[config.mk]
export PLATFORM = sky130hd
export DESIGN_NAME = pc_sequencer
export DESIGN_NICKNAME = d
export VERILOG_FILES = /design/src/rtl/pcseq_pkg.sv /design/src/rtl/pcseq_stack.sv /design/src/rtl/pcseq_next.sv /design/src/rtl/pcseq_fsm.sv /design/src/rtl/pc_sequencer.sv
export SDC_FILE = /design/constraint.sdc
export NUM_CORES = 1
export LEC_CHECK = 0
export CORE_ASPECT_RATIO = 0.7
export CORE_MARGIN = 4
export CORE_UTILIZATION = 65
export CTS_CLUSTER_DIAMETER = 60
export DETAILED_ROUTE_END_ITERATION = 12
export DONT_BUFFER_PORTS = 1
export PLACE_DENSITY = 0.92
export SKIP_LAST_GASP = 1
export SLEW_MARGIN = 20
export SYNTH_ARGS = -nofsm -noshare
export SYNTH_HDL_FRONTEND = slang
export SYNTH_SLANG_ARGS = --single-unit
[constraint.sdc]
create_clock -name clk -period 2.4 [get_ports clk]
set_clock_uncertainty 0.2 [all_clocks]
set_input_delay 0.48 -clock clk [delete_from_list [all_inputs] [get_ports clk]]
set_output_delay 0.48 -clock clk [all_outputs]
set_load 0.005 [all_outputs]
[src/rtl/pcseq_pkg.sv]
package pcseq_pkg;

    typedef enum logic [1:0] {
        CTL_SEQ   = 2'b00,
        CTL_GOTO  = 2'b01,
        CTL_CALL  = 2'b10,
        CTL_RETLW = 2'b11
    } ctl_e;

    typedef enum logic {
        ST_RUN    = 1'b0,
        ST_BUBBLE = 1'b1
    } seq_state_e;

endpackage

[src/rtl/pcseq_stack.sv]
module pcseq_stack #(
    parameter int PC_W        = 9,
    parameter int STACK_DEPTH = 2
) (
    input  logic            clk,
    input  logic            rst_n,
    input  logic            push,
    input  logic            pop,
    input  logic [PC_W-1:0] push_val,
    output logic [PC_W-1:0] top
);

    logic [PC_W-1:0] ent [STACK_DEPTH];

    // Entry 0 is the most recent; the deepest entry is sticky on pop.
    for (genvar i = 0; i < STACK_DEPTH; i++) begin : g_ent
        if (i == 0) begin : g_head
            always_ff @(posedge clk or negedge rst_n) begin
                if (!rst_n) begin
                    ent[i] <= '0;
                end else if (push) begin
                    ent[i] <= push_val;
                end else if (pop && STACK_DEPTH > 1) begin
                    ent[i] <= ent[(STACK_DEPTH > 1) ? 1 : 0];
                end
            end
        end else if (i == STACK_DEPTH - 1) begin : g_tail
            always_ff @(posedge clk or negedge rst_n) begin
                if (!rst_n) begin
                    ent[i] <= '0;
                end else if (push) begin
                    ent[i] <= ent[i-1];
                end
            end
        end else begin : g_mid
            always_ff @(posedge clk or negedge rst_n) begin
                if (!rst_n) begin
                    ent[i] <= '0;
                end else if (push) begin
                    ent[i] <= ent[i-1];
                end else if (pop) begin
                    ent[i] <= ent[i+1];
                end
            end
        end
    end

    assign top = ent[0];

endmodule

[src/rtl/pcseq_next.sv]
module pcseq_next
    import pcseq_pkg::*;
#(
    parameter int PC_W   = 9,
    parameter int DATA_W = 8
) (
    input  logic [PC_W-1:0]   pc,
    input  ctl_e              ctl,
    input  logic [PC_W-1:0]   lit,
    input  logic              skip_req,
    input  logic              pc_wr,
    input  logic [DATA_W-1:0] pc_wdata,
    input  logic              in_bubble,
    input  logic [PC_W-1:0]   stack_top,
    output logic [PC_W-1:0]   pc_next,
    output logic              push,
    output logic              pop,
    output logic              redirect,
    output logic              ret_valid
);

    localparam int PAD_W = PC_W - DATA_W;

    logic [PC_W-1:0] pc_inc;
    assign pc_inc = pc + 1'b1;

    always_comb begin
        pc_next   = pc_inc;
        push      = 1'b0;
        pop       = 1'b0;
        redirect  = 1'b0;
        ret_valid = 1'b0;
        if (!in_bubble) begin
            if (pc_wr) begin
                pc_next  = {{PAD_W{1'b0}}, pc_wdata};
                redirect = 1'b1;
            end else begin
                unique case (ctl)
                    CTL_SEQ: begin
                        redirect = skip_req;
                    end
                    CTL_GOTO: begin
                        pc_next  = lit;
                        redirect = 1'b1;
                    end
                    CTL_CALL: begin
                        pc_next  = {{PAD_W{1'b0}}, lit[DATA_W-1:0]};
                        push     = 1'b1;
                        redirect = 1'b1;
                    end
                    CTL_RETLW: begin
                        pc_next   = stack_top;
                        pop       = 1'b1;
                        ret_valid = 1'b1;
                        redirect  = 1'b1;
                    end
                endcase
            end
        end
    end

endmodule

[src/rtl/pcseq_fsm.sv]
module pcseq_fsm
    import pcseq_pkg::*;
(
    input  logic clk,
    input  logic rst_n,
    input  logic redirect,
    output logic in_bubble
);

    seq_state_e state_q, state_d;

    always_comb begin
        state_d = state_q;
        unique case (state_q)
            ST_RUN:    state_d = redirect ? ST_BUBBLE : ST_RUN;  // T_REDIRECT / T_STAY
            ST_BUBBLE: state_d = ST_RUN;                         // T_RESUME
        endcase
    end

    always_ff @(posedge clk or negedge rst_n) begin
        if (!rst_n) state_q <= ST_RUN;                           // T_RESET
        else        state_q <= state_d;
    end

    always_comb begin
        in_bubble = 1'b0;
        unique case (state_q)
            ST_RUN:    in_bubble = 1'b0;
            ST_BUBBLE: in_bubble = 1'b1;
        endcase
    end

endmodule

[src/rtl/pc_sequencer.sv]
module pc_sequencer
    import pcseq_pkg::*;
#(
    parameter int PC_W        = 9,
    parameter int DATA_W      = 8,
    parameter int STACK_DEPTH = 2
) (
    input  logic              clk,
    input  logic              rst_n,
    input  logic [1:0]        ctl,
    input  logic [PC_W-1:0]   lit,
    input  logic              skip_req,
    input  logic              pc_wr,
    input  logic [DATA_W-1:0] pc_wdata,
    output logic [PC_W-1:0]   fetch_addr,
    output logic              flush,
    output logic              w_load_valid,
    output logic [DATA_W-1:0] w_load_data
);

    localparam logic [PC_W-1:0] RESET_PC = '1;

    logic [PC_W-1:0] pc_q, pc_next, stack_top;
    logic            push, pop, redirect, in_bubble, ret_valid;
    ctl_e            ctl_kind;

    assign ctl_kind = ctl_e'(ctl);

    pcseq_fsm u_fsm (
        .clk       (clk),
        .rst_n     (rst_n),
        .redirect  (redirect),
        .in_bubble (in_bubble)
    );

    pcseq_next #(.PC_W(PC_W), .DATA_W(DATA_W)) u_next (
        .pc        (pc_q),
        .ctl       (ctl_kind),
        .lit       (lit),
        .skip_req  (skip_req),
        .pc_wr     (pc_wr),
        .pc_wdata  (pc_wdata),
        .in_bubble (in_bubble),
        .stack_top (stack_top),
        .pc_next   (pc_next),
        .push      (push),
        .pop       (pop),
        .redirect  (redirect),
        .ret_valid (ret_valid)
    );

    pcseq_stack #(.PC_W(PC_W), .STACK_DEPTH(STACK_DEPTH)) u_stack (
        .clk      (clk),
        .rst_n    (rst_n),
        .push     (push),
        .pop      (pop),
        .push_val (pc_q),
        .top      (stack_top)
    );

    always_ff @(posedge clk or negedge rst_n) begin
        if (!rst_n) pc_q <= RESET_PC;
        else        pc_q <= pc_next;
    end

    always_comb begin
        fetch_addr   = pc_q;
        flush        = in_bubble;
        w_load_valid = ret_valid;
        w_load_data  = lit[DATA_W-1:0];
    end

endmodule

After elaboration in Yosys (flattened, before gate mapping) --
Index checks and enable logic that the tools add are counted.
Storage, ports and cells: bits in registers 28, memories 0, bits in latches 0, memory bits (writable) 0, ROM bits 0, output and inout bits 19
Operators by class: $mul 0, reduce and logical (&&, ||, !) cells 3, add/sub/neg operators 1, eq/ne operators 3, shift operators 0, bitwise gates (word level) 1, muxes and demuxes 17, div/mod/pow operators 0, $lt $le $gt $ge 0
Operator list (count):
- $mux W9 | 4
- $pmux W9 S3 | 1
- $add A9 B1 Y9 const B | 1
- $mux W1 | 9
- $pmux W1 S2 | 3
- $eq A2 B2 Y1 const B | 2
- $reduce_or A3 Y1 | 1
- $eq A2 B1 Y1 const B | 1
- $logic_not A2 Y1 | 1
- $reduce_bool A2 Y1 | 1
- $not A1 Y1 | 1

Logic depth before layout (Yosys ltp) --
depth in word-level cells 7, depth in mapped cells 7, depth with buffers taken out 5

Cells and area by module --
From an unflattened synthesis, not the netlist that was laid out.
Second synthesis, totals: cells, all modules 171, area, all modules 1767.9 um^2
Modules (own cells, without submodules):
- pcseq_stack | area each 834.6 um^2, cells each 67, times used 1
- pcseq_next | area each 598.1 um^2, cells each 85, times used 1
- pc_sequencer | area each 296.5 um^2, cells each 17, times used 1
- pcseq_fsm | area each 38.8 um^2, cells each 2, times used 1

Worst setup path before layout --
OpenSTA, ideal clock, no wires.
kind input to output, start input ctl[0], end output w_load_valid, slack 0.560 ns, arrival time 1.160 ns, stages 4, path buffers 3, path through buf_4 -> buf_6 -> buf_4 -> and3_1
On the way: longest elaborated chain between the ends 4
RTL lines:
- start: declaration | line pc_sequencer.sv:10 | input logic [1:0] ctl,
- $eq A2 B2 Y1 | line pcseq_next.sv:38 | unique case (ctl)
- $mux W1 | line pcseq_next.sv:38
- $mux W1 | line pcseq_next.sv:34 | if (pc_wr) begin
- $mux W1 | line pcseq_next.sv:33 | if (!in_bubble) begin
- end: declaration | line pc_sequencer.sv:17 | output logic w_load_valid,
Every way passes these cells.

Final worst setup path --
start register u_fsm.state_q, end register u_stack.ent[0] (netlist name)
On the way: longest elaborated chain between the ends 3
RTL lines:
- start: declaration | line pcseq_fsm.sv:10 | seq_state_e state_q, state_d;
- start signal: assignment | line pcseq_fsm.sv:22 | else state_q <= state_d;
- $not A1 Y1 | line pcseq_fsm.sv:27 | unique case (state_q)
- $pmux W1 S2 * | line pcseq_fsm.sv:27
- $mux W1 * | line pcseq_next.sv:33
- end signal: indexed assignment | line pcseq_stack.sv:32 | ent[i] <= ent[i-1];
- end: declaration | line pcseq_stack.sv:13 | logic [PC_W-1:0] ent [STACK_DEPTH];
Mark *: on every way between the ends. The rest lies on a longest branch, timed or not. A chain may end at the register's enable or synchronous reset.

==> impl_metrics.py <==
metrics = {
    "run_status": {
        "outcome": "complete, no violations",
    },
    "final_layout": {
        "nets": 173,
        "register_area_sq_um": 712,
        "num_antenna_cells": 0,
        "multi_input_area_sq_um": 835,
        "fill_cells": 199,
        "finalNonFillerCells": 182,
        "drive_gt1_share_pct": 19.6,
        "area_growth_syn_to_layout_pct": -0.0740,
    },
    "critical_path": {
        "r2r_cells": 4,
        "crit_arrival_ps": 1840,
        "cp-endpoint": "u_stack.ent[0]$_DFFE_PN0P_",
        "worstPathMaxFanout": 20,
        "end_kind": "flip-flop",
        "critPathLaunchType": "flip-flop",
        "required_ps": 2360,
        "crit_path_start": "u_fsm.state_q$_DFF_PN0_",
        "path_class": "flip-flop to flip-flop",
        "r2r_start": "u_fsm.state_q$_DFF_PN0_",
        "ff2ff_setup_slack_ps": 530,
        "reg2reg_to": "u_stack.ent[0]$_DFFE_PN0P_",
    },
    "detailed_routing": {
        "wl_per_cell_um": 20.6,
        "post-route-drc-count": 0,
        "avgViaCountPerCell": 6.70,
        "drtIter0Drc": 71,
        "dr.pass1.iters": 5,
        "routed_wl_um": 3740,
        "num_vias": 1219,
        "ant_nets": 0,
    },
    "power": {
        "pwr-share-comb_pct": 30.7,
        "vdd_drop_max_uv": 489,
        "p_leak_uw": 0.000714,
        "power_switching_uw": 645,
        "power_density_nw_per_um2": 1100,
        "power_uw": 1860,
        "seqPwrFrac_pct": 53.8,
        "sw_frac_of_total_pct": 34.6,
        "clkPwrFrac_pct": 15.4,
        "p_int_uw": 1220,
    },
    "placement": {
        "portBuffers": 0,
        "dp_cells": 176,
        "dpl.hpwl_um": 2720,
        "place_congestion": 0.785,
    },
    "global_route": {
        "grtUsageTotal_pct": 23.8,
        "grt_pass1_wl_um": 6070,
        "grt_start_max_net_pins": 29,
        "grt_pass1_vias": 1168,
        "grt.overflow.total": 0,
        "antenna_found_initial": 0,
    },
    "clock_tree": {
        "clock-root-buffer": "clkbuf_8",
        "clkLatencyLatePin_ps": 270,
        "cts_resized": 0,
        "clk_pin_slew_ps": 90,
        "cts_buffer_depth": 2,
        "htreeDepth": 1,
        "cts_buffers": 3,
        "cts.sinks": 28,
        "tritoncts": "built",
    },
    "worst_hold_path": {
        "hold_class": "input port to flip-flop",
    },
    "logic_synthesis": {
        "synth.largest_area_cell": "dfrtp_1",
        "synth_warnings": 0,
        "async_flop_share_pct": 100,
        "ys.flop_type": "dfrtp_1",
        "synthTopCellsByCount": "22 x a21oi_1, 19 x dfrtp_1, 18 x mux2i_1",
        "netlist_top_cells_area": "dfrtp_1 28%, dfstp_2 14%, mux2i_1 11%",
        "netlist-cell-type-count": 35,
        "syn-cell-area_sq_um": 1690,
        "yosys_register_bits": 28,
        "synth_area_per_cell_sq_um": 10.6,
        "yosysMostFrequentCell": "a21oi_1",
        "syn_nets": 183,
        "synth_cells": 159,
        "yosys.area.top_type_share_pct": 28.1,
        "ys_seq_area_share_pct": 42.1,
        "synth-edff-count": 0,
    },
    "run": {
        "maxCapViolCount": 0,
    },
    "timing": {
        "rsz0062_at_grt": "false",
        "worst_pin_slew_ps": 381,
        "fin_crit_ps": 1870,
        "maxSlewHeadroom_pct": 74.5,
        "slew_violations": 0,
        "finalHoldViolCount": 0,
        "final-setup-viol-count": 0,
        "fin_tns_setup_ps": 0,
        "fin_crit_sh_pct": 78.0,
        "max_freq_mhz": 534,
    },
    "floorplan": {
        "ios": 42,
        "dieArea_sq_um": 3490,
        "die_w_um": 69.0,
        "die_h_um": 50.7,
        "initial_core_util_pct": 68.2,
        "row_count": 15,
        "core_area_sq_um": 2480,
    },
}
power by group through the flow:
stage          clock network (uW)  registers [uW]  logic, uW
6_report                      287            1000        572
5_1_grt                       319            1030        634
4_1_cts                       293             999        575
3_5_place_dp                    0            1010        557
3_3_place_gp                    0             993        518
2_1_floorplan                   0             910        507
cell usage in the layout, fill, tap and decap left out, drive strengths merged, types with 2 or more instances in the layout:
| cell type | n |
|---|---|
| o21ai | 4 |
| a21boi | 2 |
| mux2i | 18 |
| nor2 | 16 |
| nor2b | 3 |
| nand2 | 2 |
| a211oi | 3 |
| a211o | 4 |
| nand4 | 2 |
| xnor2 | 2 |
| buf | 2 |
| inv | 2 |
| xor2 | 5 |
| a21oi | 22 |
| a22oi | 2 |
| clkbuf | 4 |
| dfrtp | 19 |
| and3 | 2 |
| dfstp | 9 |
| o2bb2ai | 2 |
| nand3 | 3 |
| mux2 | 9 |
| nand2b | 2 |
metal layers:
metal  wire length [um]  up-vias  part of all wire [%]  GRT usage [%]
met3                382       13                    10           7.38
met1               1460      601                    39           29.2
met2               1810       69                    48           39.6
li1                   -      536                     -              -
met5                  0        -                     0              0
met4                 89        0                   2.4           7.77
cell type report:
cell class	count	area share, %
Clock buffer	4	3.26
Tap cell	34	2.52
Sequential cell	28	42.1
Multi-Input combinational cell	111	49.4
Timing Repair Buffer	3	2.22
Inverter	2	0.444
what timing repair did:
action | CTS | global route
buffers inserted | 0 | 0
hold endpoints to repair | 28 | 0
hold buffers | 2 | 0
critical path, cell delays in order, from the launching register on:
cell and delay [ps]:
dfrtp_1 420, nor2_4 110, and2_4 280, nor2b_4 410, mux2_4 340
worst min path at each step:
stage / startpoint / endpoint / slack, ps / cells past startpoint
floorplan: rst_n / u_fsm.state_q$_DFF_PN0_ / -20 / 0
global route: ctl[0] / fetch_addr[8]$_DFF_PN1_ / 100 / 2
global placement: rst_n / u_stack.top[6]$_DFFE_PN0P_ / -10 / 0
finish: ctl[0] / fetch_addr[8]$_DFF_PN1_ / 120 / 2
detailed placement: rst_n / u_stack.top[6]$_DFFE_PN0P_ / -10 / 0
CTS: ctl[0] / fetch_addr[8]$_DFF_PN1_ / 100 / 2
registers in the layout (all words and copies together), names as in the netlist:
name / count
fetch_addr: 9
u_fsm.state_q: 1
u_stack.ent: 9
u_stack.top: 9
per-stage QoR:
| stage | util [%] | worst slack (ps) | cell area [sq um] | hold slack [ps] |
|---|---|---|---|---|
| 6_report | 68.2 | 529 | 1690 | 116 |
| 3_5_place_dp | 64.7 | 447 | 1600 | -14.8 |
| 3_3_place_gp | 64.7 | 511 | 1600 | -14.7 |
| 5_1_grt | 68.2 | 442 | 1690 | 98.3 |
| 4_1_cts | 68.2 | 518 | 1690 | 102 |
| 2_1_floorplan | - | 560 | 1690 | -15.6 |
kinds of logic (layout without fill, tap and decap cells):
kind of cell             after synthesis  in the layout  share of synthesized area [%]
AND/OR/NAND/NOR                       35             35                           11.2
XOR/XNOR                               7              7                           3.63
adder cells (fa/ha/maj)                1              1                          0.740
AO/OA/AOI/OAI                         41             41                           15.2
flip-flops                            28             28                           42.1
buffers and inverters                 20              9                           8.51
multiplexers                          27             27                           18.7
No activity file was read; power rests on OpenSTA's default activity.
